===== src/rtl/cla_pkg.sv =====
package cla_pkg;
  // Generate/propagate pair summarising one group of bits
  typedef struct packed {
    logic gen;
    logic prop;
  } cla_grp_t;
endpackage


===== src/rtl/cla_carry_net.sv =====
// Flat carry lookahead network: every carry is an OR of AND terms, no chain.
module cla_carry_net #(
  parameter int N = 4
) (
  input  logic [N-1:0] gen_i,
  input  logic [N-1:0] prop_i,
  input  logic         cin,
  output logic [N-1:0] cout_o,   // cout_o[i] is the carry out of position i
  output logic         grp_gen,
  output logic         grp_prop
);
  // Carry out of position i: any lower generate whose propagates reach i,
  // or the carry-in propagated through positions 0..i.
  always_comb begin
    for (int i = 0; i < N; i++) begin
      logic term;
      logic acc;
      acc = 1'b0;
      for (int j = 0; j <= i; j++) begin
        term = gen_i[j];
        for (int k = j + 1; k <= i; k++) term = term & prop_i[k];
        acc = acc | term;
      end
      term = cin;
      for (int k = 0; k <= i; k++) term = term & prop_i[k];
      cout_o[i] = acc | term;
    end
  end

  // Group generate: same products as the top carry, without the carry-in term
  always_comb begin
    logic term;
    grp_gen = 1'b0;
    for (int j = 0; j < N; j++) begin
      term = gen_i[j];
      for (int k = j + 1; k < N; k++) term = term & prop_i[k];
      grp_gen = grp_gen | term;
    end
  end

  assign grp_prop = &prop_i;
endmodule


===== src/rtl/cla_nibble.sv =====
// One group: per-bit generate/propagate, flat carries, sum and group terms.
module cla_nibble
  import cla_pkg::*;
#(
  parameter int GW = 4
) (
  input  logic [GW-1:0] a,
  input  logic [GW-1:0] b,
  input  logic          cin,
  output logic [GW-1:0] sum,
  output logic          cout,
  output cla_grp_t      grp
);
  logic [GW-1:0] bit_gen, bit_prop, bit_cout;
  logic [GW:0]   carry_vec;

  assign bit_gen  = a & b;
  assign bit_prop = a | b;

  cla_carry_net #(.N(GW)) u_net (
    .gen_i   (bit_gen),
    .prop_i  (bit_prop),
    .cin     (cin),
    .cout_o  (bit_cout),
    .grp_gen (grp.gen),
    .grp_prop(grp.prop)
  );

  assign carry_vec = {bit_cout, cin};
  // OR-form propagate is unusable here; the sum needs the exclusive OR
  assign sum  = a ^ b ^ carry_vec[GW-1:0];
  assign cout = carry_vec[GW];
endmodule


===== src/rtl/cla_adder.sv =====
// Multi-group lookahead adder with a second lookahead level and output registers.
module cla_adder
  import cla_pkg::*;
#(
  parameter int GW     = 4,
  parameter int GROUPS = 4
) (
  input  logic                 clk,
  input  logic                 rst,
  input  logic [GW*GROUPS-1:0] op_a,
  input  logic [GW*GROUPS-1:0] op_b,
  input  logic                 carry_in,
  output logic [GW*GROUPS-1:0] sum_q,
  output logic                 carry_out_q,
  output logic                 grp_gen_q,
  output logic                 grp_prop_q
);
  localparam int W = GW * GROUPS;

  cla_grp_t          nib_grp [GROUPS];
  logic [GROUPS-1:0] nib_gen, nib_prop, nib_cout, lvl_cout;
  logic [GROUPS:0]   grp_cin;
  logic [W-1:0]      sum_c;
  logic              lvl_gen, lvl_prop;

  assign grp_cin = {lvl_cout, carry_in};

  for (genvar g = 0; g < GROUPS; g++) begin : g_grp
    cla_nibble #(.GW(GW)) u_nib (
      .a   (op_a[g*GW +: GW]),
      .b   (op_b[g*GW +: GW]),
      .cin (grp_cin[g]),
      .sum (sum_c[g*GW +: GW]),
      .cout(nib_cout[g]),
      .grp (nib_grp[g])
    );
    assign nib_gen[g]  = nib_grp[g].gen;
    assign nib_prop[g] = nib_grp[g].prop;
  end

  // Second level: same equations applied to the group terms
  cla_carry_net #(.N(GROUPS)) u_lvl2 (
    .gen_i   (nib_gen),
    .prop_i  (nib_prop),
    .cin     (carry_in),
    .cout_o  (lvl_cout),
    .grp_gen (lvl_gen),
    .grp_prop(lvl_prop)
  );

  always_ff @(posedge clk) begin
    if (rst) begin
      sum_q       <= '0;
      carry_out_q <= 1'b0;
      grp_gen_q   <= 1'b0;
      grp_prop_q  <= 1'b0;
    end else begin
      sum_q       <= sum_c;
      carry_out_q <= grp_cin[GROUPS];
      grp_gen_q   <= lvl_gen;
      grp_prop_q  <= lvl_prop;
    end
  end


  a_r1_reset_clears: assert property (@(posedge clk)
    rst |=> (sum_q == '0 && !carry_out_q && !grp_gen_q && !grp_prop_q));
  // second-level carries agree with each group's own carry out
  a_r3_group_carry_agree: assert property (@(posedge clk) disable iff (rst)
    nib_cout == lvl_cout);

  a_r4_gen_forces_carry: assert property (@(posedge clk) disable iff (rst)
    grp_gen_q |-> carry_out_q);

  a_r6_carry_merge: assert property (@(posedge clk) disable iff (rst)
    !rst |=> (carry_out_q == (grp_gen_q | (grp_prop_q & $past(carry_in)))));

  a_r7_full_chain: assert property (@(posedge clk) disable iff (rst)
    ((op_a ^ op_b) == {W{1'b1}} && carry_in) |=> (sum_q == '0 && carry_out_q));
endmodule


===== config.mk =====
export PLATFORM = sky130hd
export DESIGN_NAME = cla_adder
export DESIGN_NICKNAME = d
export VERILOG_FILES = /design/src/rtl/cla_pkg.sv /design/src/rtl/cla_carry_net.sv /design/src/rtl/cla_nibble.sv /design/src/rtl/cla_adder.sv
export SDC_FILE = /design/constraint.sdc
export NUM_CORES = 1
export LEC_CHECK = 0
export ABC_AREA = 1
export BUFFER_PORTS_ARGS = -buffer_cell sky130_fd_sc_hd__clkbuf_2
export CAP_MARGIN = 20
export CORE_MARGIN = 2
export CORE_UTILIZATION = 46
export DETAILED_ROUTE_END_ITERATION = 6
export GPL_TIMING_DRIVEN = 0
export PLACE_DENSITY = 0.8
export REMOVE_ABC_BUFFERS = 1
export SLEW_MARGIN = 0
export SYNTH_ARGS = -nofsm -noshare
export SYNTH_HDL_FRONTEND = slang
export SYNTH_SLANG_ARGS = --single-unit

===== constraint.sdc =====
create_clock -name clk -period 1.8 [get_ports clk]
set_clock_uncertainty 0.2 [all_clocks]
set_input_delay 0.09 -clock clk [delete_from_list [all_inputs] [get_ports clk]]
set_output_delay 0.09 -clock clk [all_outputs]
set_load 0.05 [all_outputs]

# == After elaboration in Yosys (flattened, before gate mapping) ==
# Index checks and enable logic that the tools add are counted.
# totals
wordCells,117
register_bits,19
inputBits,35
output_inout_bits,19
# op_classes
bitwise,108
reduce_logical,5
# op_table
cell,count
bitwise AND 1 bit,46
OR 1 bit,46
XOR 4 bit,8
bitwise AND 4 bit,4
OR 4 bit,4
AND reduction 16 bit,1
AND reduction 4 bit,4

# == Depth between registers and ports, before layout ==
# Gate-level depths: netlist of run 1.
# logic_depth
depth_word,17
ltp_mapped,13
depth_no_buf,13

# == Hierarchy ==
# Synthesis of run 1 repeated with hierarchy kept, for this count alone.
# unflattened
cells_unflattened,324
area_unflattened_um2,1986.9
# modules_own_cells
module,n_inst,seq_area_each_um2,cells_each,area_each_um2
cla_nibble,4,0.0,40,220.2
cla_carry_net,5,0.0,21,111.4
cla_adder,1,380.4,59,549.3

# == Least setup slack after synthesis of run 1 ==
# No wires, ideal clock.
# synth_timing
path_kind,input to register
from,in op_a[5]
to,reg sum_q[13]
required_ns,1.472
path_buffers,0
stages,11
slack_ns,0.005
setup_time_ns,0.128
t_arrival_ns,1.468
cell_sequence,inv_1 > ha_1 > inv_2 > nand2_1 > nand2_1 > a21oi_2 > nand3_2 > and2_1 > fa_1 > xnor2_1 > nor2_1
# synth_between
elab_chain_cells,14
word_cells_on_any_way,22
classes_between,bitwise (21); reduce/logical (1)
# synth_lines
element,line_no,text
"start, declared",cla_adder.sv:10,"input logic [GW*GROUPS-1:0] op_a,"
OR 4 bit,cla_nibble.sv:18,assign bit_prop = a | b;
bitwise AND 1 bit (3 in series),cla_carry_net.sv:36,for (int k = j + 1; k < N; k++) term = term & prop_i[k];
OR 1 bit,cla_carry_net.sv:37,grp_gen = grp_gen | term;
OR 1 bit,--,
OR 1 bit,cla_carry_net.sv:37,
bitwise AND 1 bit,cla_carry_net.sv:21,for (int k = j + 1; k <= i; k++) term = term & prop_i[k];
OR 1 bit (2 in series),cla_carry_net.sv:22,acc = acc | term;
OR 1 bit *,cla_carry_net.sv:26,cout_o[i] = acc | term;
bitwise AND 1 bit *,--,
OR 1 bit *,cla_carry_net.sv:26,
XOR 4 bit *,cla_nibble.sv:31,assign sum = a ^ b ^ carry_vec[GW-1:0];
"end signal, assigned",cla_adder.sv:58,sum_q <= sum_c;
"end, declared",cla_adder.sv:13,"output logic [GW*GROUPS-1:0] sum_q,"
# Every way passes the cells marked *; elsewhere a longest branch is shown, timed or not.
# A chain may end at the register's enable or synchronous reset.

# == Final worst setup path of run 1 ==
# Same ends and word-level chain as after synthesis.

==> results of run 1 <==
==> registers in the layout (all words and copies together) (netlist names) <==
signal       count
sum_q           16
carry_out_q      1
grp_gen_q        1
grp_prop_q       1
==> per-layer routing <==
layer | track usage (%) | vias to the layer above | share of wire, %
li1 | - | 766 | -
met1 | 21.1 | 606 | 46
met2 | 30.3 | 39 | 48
met3 | 1.43 | 4 | 4.5
met4 | 4.89 | 0 | 1.2
met5 | 0 | - | 0
==> area by class of cell <==
class,instances,area [sq um]
Fill cell,326,1290
Multi-Input combinational cell,133,1040
Sequential cell,19,380
Timing Repair Buffer,61,343
Inverter,61,229
Tap cell,46,57.6
Clock buffer,3,22.5
Clock inverter,1,5.00
==> power by group <==
group,internal [W],switching (W),leakage (nW),total [W]
logic,0.000203,0.000406,1.06,0.000609
registers,0.000472,0.0000134,0.158,0.000485
clock network,0.0000830,0.000156,0.0177,0.000239
==> path summary, 6_finish.rpt <==
path | start | to | slack, ps | cells after the start
worst min-delay path | op_b[0] | sum_q[0] | 5 | 4
worst max-delay path | op_a[5] | sum_q[13] | 110 | 12
==> repair_timing <==
item                                   4_1_cts  5_1_grt
buffers inserted                             0        1
endpoints found under the hold margin       14        0
hold buffers                                 7        0
gates resized for setup                      0        6
setup endpoints to repair                    0        2
==> layout by cell type, fill, tap and decap left out, types with 2 or more instances in the layout <==
master,Yosys,final
a21oi_1,12,11
a21oi_2,2,3
clkbuf_2,0,53
clkbuf_4,0,3
dfxtp_1,19,19
dlygate4sd3_1,0,7
fa_1,4,4
ha_1,32,31
inv_1,59,59
inv_2,2,2
nand2_1,20,20
nand3_1,8,8
nand3_2,6,6
nand4_2,2,2
nor2_1,26,25
nor2_2,4,4
o21ai_0,2,2
xnor2_1,4,4
==> critical path: stages <==
cell and delay [ps]:
clkbuf_2 90, inv_1 50, ha_1 150, inv_2 50, nand2_1 70, nand2_1 60, a21oi_2 250, nand3_2 150
and2_4 170, fa_1 370, xnor2_1 150, nor2_1 50
==> synthesized netlist by cell type, types with 4 or more instances <==
| master | count |
|---|---|
| nand3_1 | 8 |
| a21oi_1 | 12 |
| nor2_2 | 4 |
| dfxtp_1 | 19 |
| fa_1 | 4 |
| inv_1 | 59 |
| nand2_1 | 20 |
| nor2_1 | 26 |
| ha_1 | 32 |
| xnor2_1 | 4 |
| nand3_2 | 6 |
==> per-stage QoR <==
stage	setup TNS (ps)	cell area (sq um)	setup WS, ps	std cells	total power, W
after global placement	-507	1950	-203	312	0.00106
after floorplan	0	1620	17.8	213	0.000924
after detailed placement	-622	1950	-235	312	0.00107
after CTS	0	2040	104	323	0.00133
final	0	2080	113	324	0.00133
after global routing	-11.2	2080	-11.2	324	0.00144
==> logic make-up after synthesis <==
logic type | Yosys count | synth area share, %
buffers and inverters | 62 | 14.3
and+or+nand+nor | 71 | 22.5
adders and majority gates | 36 | 29.5
DFF | 19 | 23.4
xor gates and xnor gates | 5 | 2.69
AOI/OAI and AO/OA | 21 | 7.54
==> metrics.md, run 1 <==
| Metric | Value |
|---|---|
| Die ar. | `4030 sq um` |
| Fin crit period | `1690 ps` |
| # rows | `21` |
| Die Y | `63.5 microns` |
| IO Pins | `54` |
| Cell taking the most area after synthesis | `ha_1` |
| Status | `complete, no violations` |
| CTS tree | `built` |
| N_diodes | `0` |
| H-tree levels | `1` |
| Antenna Violating Nets Remaining | `0` |
| Netlist cell types | `27` |
| Leakage | `1.24 nW` |
| Vias in the first global route | `1,380` |
| Initial antenna violation count | `0` |
| Wire length per cell | `9.77 microns` |
| Area growth syn-to-layout | `27.7%` |
| WS Path Type | `primary input to register` |
| Final Hold Fails | `0` |
| FFs w/ async S/R, synth | `0%` |
| Setup violations, final | `0` |
| Via density | `4.37` |
| Final Slew Violations | `0` |
| Cells after synthesis | `214` |
| Final wirelength | `3.17 mm` |
| CP startpoint kind | `primary input` |
| Power Dens Cells | `642 nW/um^2` |
| Drt initial violations | `37` |
| Drt drc | `0` |
| Via Count | `1,415` |
| Hold WC Path Type | `primary input to register` |
| Hpwl dp | `2.48 mm` |
| Critical path arrival | `1690 ps` |
| Post-synthesis register bit count | `19` |
| Share of cells above drive strength 1 | `28.8%` |
| Max Cap Viol | `0` |
| Register area share after synthesis | `23.4%` |
| Clock tree buffer depth | `2` |
| Period utilization | `93.7%` |
| Top area cells in the synthesized netlist | `ha_1 (25%), dfxtp_1 (23%), inv_1 (14%)` |
| EDFF count, synth | `0` |
| Largest net degree at the start of global routing | `14` |
| CTS buffer count | `3` |
| WHS | `4.68 ps` |
| Nets | `350` |
| CTS root buffer | `clkbuf_4` |
| Synth Cell Area | `1630 sq um` |
| Max FO, Critical Path | `3` |
| F_max | `0.593 GHz` |
| First-pass GRT wire length | `5.58 mm` |
| Max transition margin | `80.8%` |
| Top_reg_cell synth | `dfxtp_1` |
| Total GRT Usage | `16.8%` |
| Layout Utilization | `61.8%` |
| Final GP Congestion | `0.722` |
| Nature of the critical path endpoint | `register` |
| CORE AREA | `3360 sq um` |
| Mean post-synth cell area | `7.60 sq um` |
| Chip width | `63.5 microns` |
| Yosys top cell area share | `24.6%` |
| 1st-pass router iterations | `4` |
| Critical Path RT | `1810 ps` |
| Synth warn | `0` |
| PortBufs | `53` |
| Clock Sinks | `19` |
| Worst-path clk slew | `130 ps` |
| Worst vdd ir | `0.333 mV` |
| Starting Density | `48.4%` |
| Slew at the pin closest to its max-slew limit | `289 ps` |
| Total global routing overflow | `0` |
(Power assumes the default switching activity.)
==> run 2: changes to the inputs <==
- RECOVER_POWER: default -> 100
==> run 2 against run 1 <==
  * Critical path type unchanged
  * Critical endpoint unchanged
  * Sequential cell count stayed put
  * Fmax is 0.76% higher
  * Sequential share of layout area is 0.41 points higher
==> metrics.md, run 2 (synthesized netlist as in run 1, its figures left out) <==
| Metric | Value |
|---|---|
| Chip width | `63.5 microns (unchanged)` |
| N_diodes | `0 (unchanged)` |
| Initial antenna violation count | `0 (unchanged)` |
| Share of cells above drive strength 1 | `19.8% (-9.0 points)` |
| CTS tree | `built` |
| Area growth syn-to-layout | `24.9%` |
| Vias in the first global route | `1,380 (unchanged)` |
| Number of flip-flops in the largest register | `16 (unchanged)` |
| H-tree levels | `1 (unchanged)` |
| Critical path cell sequence | `clkbuf_2 > inv_1 > ha_1 > inv_2 > nand2_1 > nand2_1 > a21oi_2 > nand3_2 > and2_4 > fa_1 > xnor2_1 > nor2_1` |
| Die Y | `63.5 microns (unchanged)` |
| CP bufs+invs | `3 (unchanged)` |
| Drt drc | `0 (unchanged)` |
| Max Cap Viol | `0 (unchanged)` |
| Leakage | `1.16 nW (-6.2%)` |
| RSZ-0062 raised after global routing | `false` |
| F_max | `0.597 GHz (+0.76%)` |
| Antenna Violating Nets Remaining | `0 (unchanged)` |
| Fin crit period | `1670 ps (-12.7 ps)` |
| Total global routing overflow | `0 (unchanged)` |
| Max transition margin | `59.3% (-21 points)` |
| Wire length per cell | `9.74 microns (-0.32%)` |
| CTS root buffer | `clkbuf_4` |
| Critical path arrival | `1680 ps (about the same)` |
| CP startpoint kind | `primary input` |
| Nets | `350 (unchanged)` |
| Top reg by flops | `sum_q` |
| Hpwl dp | `2.48 mm (unchanged)` |
| Critical Path Source | `op_a[5]` |
| Slew at the pin closest to its max-slew limit | `613 ps (+325 ps)` |
| Hold Path Sink | `sum_q[0]` |
| Setup tns final | `0 ps (unchanged)` |
| 1st-pass router iterations | `4 (unchanged)` |
| CTS buffer count | `3 (unchanged)` |
| Most frequent cells in the layout | `inv_1 (59), clkbuf_2 (32), ha_1 (31)` |
| Critical Path RT | `1800 ps (about the same)` |
| Die ar. | `4030 sq um (unchanged)` |
| Drt initial violations | `42 (+14%)` |
| Hold WC Path Type | `primary input to register` |
| Commonest non-fill, non-tap cell in the layout | `inv_1` |
| Clock Sinks | `19 (unchanged)` |
| Final GP Congestion | `0.722 (unchanged)` |
| Via density | `4.39 (+0.57%)` |
| Via Count | `1,423 (+0.57%)` |
| Min-delay src | `op_b[0]` |
| Power Dens Cells | `643 nW/um^2 (+0.26%)` |
| CP max stage cell | `fa_1` |
| Worst vdd ir | `0.326 mV (-1.9%)` |
| CORE AREA | `3360 sq um (unchanged)` |
| Clock tree buffer depth | `2 (unchanged)` |
| IO Pins | `54 (unchanged)` |
| PortBufs | `53 (unchanged)` |
| Starting Density | `48.4% (unchanged)` |
| # rows | `21 (unchanged)` |
| First-pass GRT wire length | `5.58 mm (unchanged)` |
| Final Hold Fails | `0 (unchanged)` |
| Worst-path clk slew | `120 ps (about the same)` |
| Nature of the critical path endpoint | `register` |
| Status | `complete, no violations` |
| Setup violations, final | `0 (unchanged)` |
| Hold depth | `4 (unchanged)` |
| Max FO, Critical Path | `3 (unchanged)` |
| WHS | `4.80 ps (+0.119 ps)` |
| Largest stage delay on the critical path | `370 ps (about the same)` |
| CP top delay family | `adder cells` |
| Filler instances | `344 (+5.5%)` |
| Layout Utilization | `60.4% (-1.3 points)` |
| Final Slew Violations | `0 (unchanged)` |
| Final wirelength | `3.16 mm (-0.32%)` |
| Total GRT Usage | `16.8% (unchanged)` |
| CP dominant cell by count | `nand2_1` |
| Largest net degree at the start of global routing | `14 (unchanged)` |
| Period utilization | `93.0% (-0.71 points)` |
| WS Path Type | `primary input to register` |
==> run 2: power breakdown <==
group / switching, W / leakage (nW) / internal, W
Combinational: 0.000402 / 0.984 / 0.000187
Sequential: 0.0000130 / 0.158 / 0.000472
Clock: 0.000150 / 0.0177 / 0.0000829
==> run 2: how the worst max path moves through the flow <==
stage / slack, ps / to / depth (start not counted)
global placement: -200 / sum_q[13] / 12
floorplan: 20 / sum_q[13] / 11
global route: 4 / sum_q[12] / 14
finish: 130 / sum_q[13] / 12
CTS: 100 / sum_q[13] / 12
detailed placement: -240 / sum_q[13] / 12
==> run 2: repair_timing <==
item	4_1_cts	5_1_grt
gates resized for setup	0	6
endpoints found under the setup margin	0	2
endpoints found under the hold margin	14	0
buffers inserted	0	1
hold buffers	7	0
==> run 2: layout make-up <==
type	count	area [sq um]	area share (%)
Sequential cell	19	380	18.7
Clock buffer	3	22.5	1.11
Clock inverter	1	5.00	0.246
Timing Repair Buffer	61	317	15.6
Inverter	61	229	11.3
Tap cell	46	57.6	2.83
Multi-Input combinational cell	133	1020	50.2
==> run 2: routing by layer <==
| metal | vias up | global-route usage [%] | routed length [microns] |
|---|---|---|---|
| met1 | 615 | 21.1 | 1450 |
| met4 | 0 | 4.89 | 38 |
| li1 | 767 | - | - |
| met5 | - | 0 | 0 |
| met3 | 4 | 1.43 | 142 |
| met2 | 37 | 30.3 | 1530 |
==> run 2: stage by stage <==
step	area (sq um)	setup WS, ps	cells	power (W)
2_1_floorplan	1620	17.8	213	0.000924
3_3_place_gp	1950	-203	312	0.00106
3_5_place_dp	1950	-235	312	0.00107
4_1_cts	2040	104	323	0.00133
5_1_grt	2030	3.68	324	0.00142
6_report	2030	126	324	0.00131
